$ cat src/rtl/rng_regs.sv
module rng_regs #(
  parameter int unsigned ADDR_W = 8,
  parameter int unsigned DATA_W = 32,
  parameter int unsigned PERIOD = 84,
  parameter logic [DATA_W-9:0] KEY = 24'h524E47,
  parameter bit EXT_SOURCE = 1'b0,
  parameter logic [DATA_W-1:0] LFSR_SEED = 32'hACE1_2468,
  parameter logic [DATA_W-1:0] LFSR_TAPS = 32'h8020_0003
) (
  input  logic              clk,
  input  logic              rst_n,
  input  logic [ADDR_W-1:0] bus_addr,
  input  logic              bus_we,
  input  logic [DATA_W-1:0] bus_wdata,
  input  logic              bus_re,
  output logic [DATA_W-1:0] bus_rdata,
  input  logic [DATA_W-1:0] ext_entropy,
  output logic              irq
);

  localparam int unsigned CNT_W = $clog2(PERIOD);
  localparam logic [CNT_W-1:0] CNT_LAST = CNT_W'(PERIOD - 1);
  localparam logic [ADDR_W-1:0] A_CTRL = ADDR_W'('h00);
  localparam logic [ADDR_W-1:0] A_MSET = ADDR_W'('h10);
  localparam logic [ADDR_W-1:0] A_MCLR = ADDR_W'('h14);
  localparam logic [ADDR_W-1:0] A_MASK = ADDR_W'('h18);
  localparam logic [ADDR_W-1:0] A_STAT = ADDR_W'('h1C);
  localparam logic [ADDR_W-1:0] A_WORD = ADDR_W'('h50);

  logic              en;
  logic              st;
  logic              mask;
  logic [CNT_W-1:0]  cnt;
  logic [DATA_W-1:0] data_q;
  logic [DATA_W-1:0] word;
  logic              load;
  logic              key_ok;
  logic              unused_wbits;

  assign unused_wbits = ^bus_wdata[7:1];
  assign key_ok = bus_wdata[DATA_W-1:8] == KEY;
  assign load   = en && (cnt == CNT_LAST);
  assign irq    = st & mask;

  generate
    if (EXT_SOURCE) begin : g_ext
      assign word = ext_entropy;
    end else begin : g_lfsr
      logic [DATA_W-1:0] lfsr;
      logic [DATA_W-1:0] lfsr_nx;
      assign lfsr_nx = lfsr[0] ? ((lfsr >> 1) ^ LFSR_TAPS) : (lfsr >> 1);
      always_ff @(posedge clk or negedge rst_n)
        if (!rst_n) lfsr <= LFSR_SEED;
        else        lfsr <= lfsr_nx ^ ext_entropy;
      assign word = lfsr;
    end
  endgenerate

  always_ff @(posedge clk or negedge rst_n)
    if (!rst_n)                                     en <= 1'b0;
    else if (bus_we && bus_addr == A_CTRL && key_ok) en <= bus_wdata[0];

  always_ff @(posedge clk or negedge rst_n)
    if (!rst_n)          cnt <= '0;
    else if (!en || load) cnt <= '0;
    else                  cnt <= cnt + 1'b1;

  always_ff @(posedge clk or negedge rst_n)
    if (!rst_n)    data_q <= '0;
    else if (load) data_q <= word;

  always_ff @(posedge clk or negedge rst_n)
    if (!rst_n)                              st <= 1'b0;
    else if (load)                           st <= 1'b1;
    else if (bus_re && bus_addr == A_STAT)   st <= 1'b0;

  always_ff @(posedge clk or negedge rst_n)
    if (!rst_n)                                          mask <= 1'b0;
    else if (bus_we && bus_addr == A_MSET && bus_wdata[0]) mask <= 1'b1;
    else if (bus_we && bus_addr == A_MCLR && bus_wdata[0]) mask <= 1'b0;

  always_comb begin
    bus_rdata = '0;
    if (bus_re) begin
      case (bus_addr)
        A_CTRL:  bus_rdata[0] = en;
        A_MASK:  bus_rdata[0] = mask;
        A_STAT:  bus_rdata[0] = st;
        A_WORD:  bus_rdata    = data_q;
        default: bus_rdata    = '0;
      endcase
    end
  end

endmodule

$ cat config.mk
export PLATFORM = sky130hd
export DESIGN_NAME = rng_regs
export DESIGN_NICKNAME = d
export VERILOG_FILES = /design/src/rtl/rng_regs.sv
export SDC_FILE = /design/constraint.sdc
export NUM_CORES = 1
export LEC_CHECK = 0
export ABC_AREA = 1
export CAP_MARGIN = 20
export CORE_UTILIZATION = 46
export CTS_CLUSTER_SIZE = 8
export DETAILED_ROUTE_END_ITERATION = 12
export GPL_TIMING_DRIVEN = 0
export PLACE_DENSITY_LB_ADDON = 0.1
export SYNTH_ARGS = -nofsm -noshare
export SYNTH_HDL_FRONTEND = slang
export SYNTH_SLANG_ARGS = --single-unit
$ cat constraint.sdc
create_clock -name clk -period 1.6 [get_ports clk]
set_clock_uncertainty 0.2 [all_clocks]
set_input_delay 0.24 -clock clk [delete_from_list [all_inputs] [get_ports clk]]
set_output_delay 0.24 -clock clk [all_outputs]
set_load 0.01 [all_outputs]
==> run_results.csv <==
group,metric,value,unit
outcome,status,"finished with violations",
outcome,violations,"negative setup slack",
floorplan,num_rows,30,
setup_path,rr_worst_depth,9,
logic_synthesis,synth_simple_gate_area_share,0.190,
floorplan,io_pins,109,
floorplan,die_h,87.1,um
clocking,ctsLongestPathBuffers,2,
global_route,overflow,0,
timing,rsz0062_at_grt,"true",
layout,final_cell_mix,"dfrtp_1 (60), clkdlybuf4s50_1 (58), inv_1 (51)",
detailed_routing,vias,2817,
detailed_routing,via_per_inst,4.68,
timing,fin_setup_tns,-5030,ps
layout,nNetsFinal,579,
setup_path,end_kind,"output pin",
logic_synthesis,netlist_area,0.00333,mm^2
place,place_inst,560,
floorplan,coreArea,0.00691,mm^2
pwr,p_sw,0.00136,W
detailed_routing,firstDrtPassIters,4,
global_route,grt_pass1_vias,2776,
detailed_routing,drc_errors,0,
logic_synthesis,yosysWarnings,0,
setup_path,endpoint,"bus_rdata[9]",
layout,fin_util,0.765,
clocking,cts_made_buffers,9,
global_route,grt_max_degree,66,
setup_path,rrSetupSlack,-90,ps
floorplan,die-area,0.00758,mm^2
global_route,gr-usage-all-layers,0.216,
detailed_routing,drt-initial-drc-count,67,
logic_synthesis,synthCells,362,
timing,final_hold_viol_count,0,
logic_synthesis,synth_top_family_by_area,"simple AND/OR/NAND/NOR gates",
clocking,clock_latency,350,ps
logic_synthesis,syn_avg_cell_area,9.19,um^2
timing,slew_headroom,0.790,
place,place_ws,-1020,ps
timing,tightestPinTransition,315,ps
setup_path,worst_setup_path_start_kind,"input port",
setup_path,startpoint,"bus_addr[5]",
layout,diodes,0,
floorplan,start_util,0.482,
place,io_buffer_count,101,
clocking,cts_tree,"yes",
detailed_routing,antenna_left,0,
pwr,power_density,970,mW/mm^2
setup_path,reg2reg_from,"cnt[0]",
setup_path,worst-setup-path-type,"in2out",
logic_synthesis,synthXorXnorAreaFrac,0.0921,
clocking,clkTransAtPathRegs,70,ps
pwr,p_clk_frac,0.307,
timing,fin_crit,1750,ps
timing,period_share,1.09,
detailed_routing,totalWireLength,8060,um
clocking,cts_sinks,74,
setup_path,r2r-end,"data_q[7]",
pwr,peakVddDrop,0.639,mV
min_path,hold_path_class,"in2reg",
timing,setup_slack,-149,ps
logic_synthesis,synth_compound_area_frac,0.0624,
place,placed_cell_area,0.00448,mm^2
pwr,seqPwrFrac,0.546,
layout,syn_to_final_growth,58.7,%
floorplan,dieWidth,87.1,um
logic_synthesis,synth_seq_area_share,0.561,
setup_path,cp_max_fo,6,
setup_path,crit_required,1160,ps
pwr,cellLeakagePower,2.38,nW
global_route,grt_pass1_wl,12300,um
logic_synthesis,synth.area.mux_share,0,
clocking,root_buffer,"clkbuf_8",
clocking,h-tree-depth,3,
setup_path,arrival,1310,ps
detailed_routing,wl_per_cell,13.4,um
logic_synthesis,syn_nets,439,
timing,fmax,572,MHz
logic_synthesis,synthAdderAreaFrac,0.00376,
timing,setup_viol,60,
layout,final_common_cell,"dfrtp_1",
pwr,p_sw_frac,0.265,
logic_synthesis,ys_seq_elements,74,
layout,fin_area,0.00528,mm^2
place,gp_congestion,0.771,
global_route,antenna_found_initial,0,
logic_synthesis,yosysUniqueCellTypes,27,
pwr,power.share.combinational,0.146,
timing,drv_slew,0,
layout,drive_gt1_frac,0.366,
pwr,p_int,0.00377,W
layout,instances_no_fill,602,
place,post-dp-hpwl,4950,um
job,maxCapViolations,0,
==> worst min-delay path by stage <==
stage / startpoint / to / slack, ps / cells past startpoint
2_1_floorplan: rst_n / cnt[0] / -260 / 0
3_3_place_gp: g_lfsr.lfsr[4] / g_lfsr.lfsr[3] / 210 / 1
3_5_place_dp: rst_n / data_q[27] / -110 / 1
4_1_cts: bus_addr[2] / mask / 30 / 2
5_1_grt: bus_addr[0] / mask / 80 / 4
6_report: bus_addr[0] / mask / 50 / 4
==> power groups by stage <==
stage | sequential, W | combinational, W | clock [W]
6_report | 0.00280 | 0.000748 | 0.00158
5_1_grt | 0.00285 | 0.000840 | 0.00168
4_1_cts | 0.00273 | 0.000749 | 0.00161
2_1_floorplan | 0.00268 | 0.000427 | 0
3_3_place_gp | 0.00274 | 0.000696 | 0
3_5_place_dp | 0.00275 | 0.000719 | 0
==> critical path, cell delays in order <==
cell     delay (ps)
buf_6            90
inv_2            40
nand2_2          60
nor3_4          180
nand3_4         160
buf_6           170
buf_12          140
nor2_1           90
buf_2           140
==> cells in the mapped netlist (all sizes together) <==
cell type	number	area share
xor2	29	0.076
a21oi	34	0.058
nor4	1	0.0019
xnor2	6	0.016
o21ai	3	0.0045
nor3	5	0.0075
buf	10	0.025
nand3	10	0.017
nand4	5	0.011
nor2	93	0.11
inv	58	0.065
ha	1	0.0038
nor3b	2	0.0045
nand2	30	0.036
dfstp	13	0.10
and3	1	0.0019
dfrtp	61	0.46
==> cell families (layout without fill, tap and decap cells) <==
group           after synthesis  in the layout
compound gates               37             37
xor+xnor                     35             35
fa+ha+maj                     1              1
buf+inv                      68            211
flops                        74             74
simple gates                147            148
==> layer usage <==
layer,vias to the layer above,share of wire,GRT usage,wire [um]
met5,-,0,0,0
met4,0,0.029,0.0939,231
met3,19,0.042,0.0569,339
met2,74,0.52,0.359,4200
met1,1336,0.41,0.264,3290
li1,1388,-,-,-
==> per-stage QoR <==
stage / hold WS, ps / power [W]
floorplan: -256 / 0.00311
global placement: 213 / 0.00344
detailed placement: -108 / 0.00347
CTS: 30.3 / 0.00508
global route: 78.4 / 0.00538
finish: 54.3 / 0.00512
==> flip-flops by register name, indices dropped and copies added (netlist names) <==
signal,count
cnt,7
g_lfsr.lfsr,32
data_q,32
st,1
mask,1
en,1
==> layout make-up <==
cell class              instances  area, um^2
fillers                       513        1620
clock inverters                 5        78.8
plain buffers                   9         115
well taps                      96         120
multi-input cells             221        1490
inverters                      58         218
clock buffers                  10         138
flip-flops and latches         74        1870
repair buffers                129        1250
==> repair_timing <==
action | 4_1_cts | 5_1_grt
setup buffers | 12 | 8
endpoints found under the hold margin | 64 | 1
hold buffers | 1 | 1
pin swaps | 9 | 18
gates cloned | 5 | 2
setup endpoints to repair | 67 | 65
resized for setup | 244 | 57
Note: power is estimated with default switching activity, not from simulation.
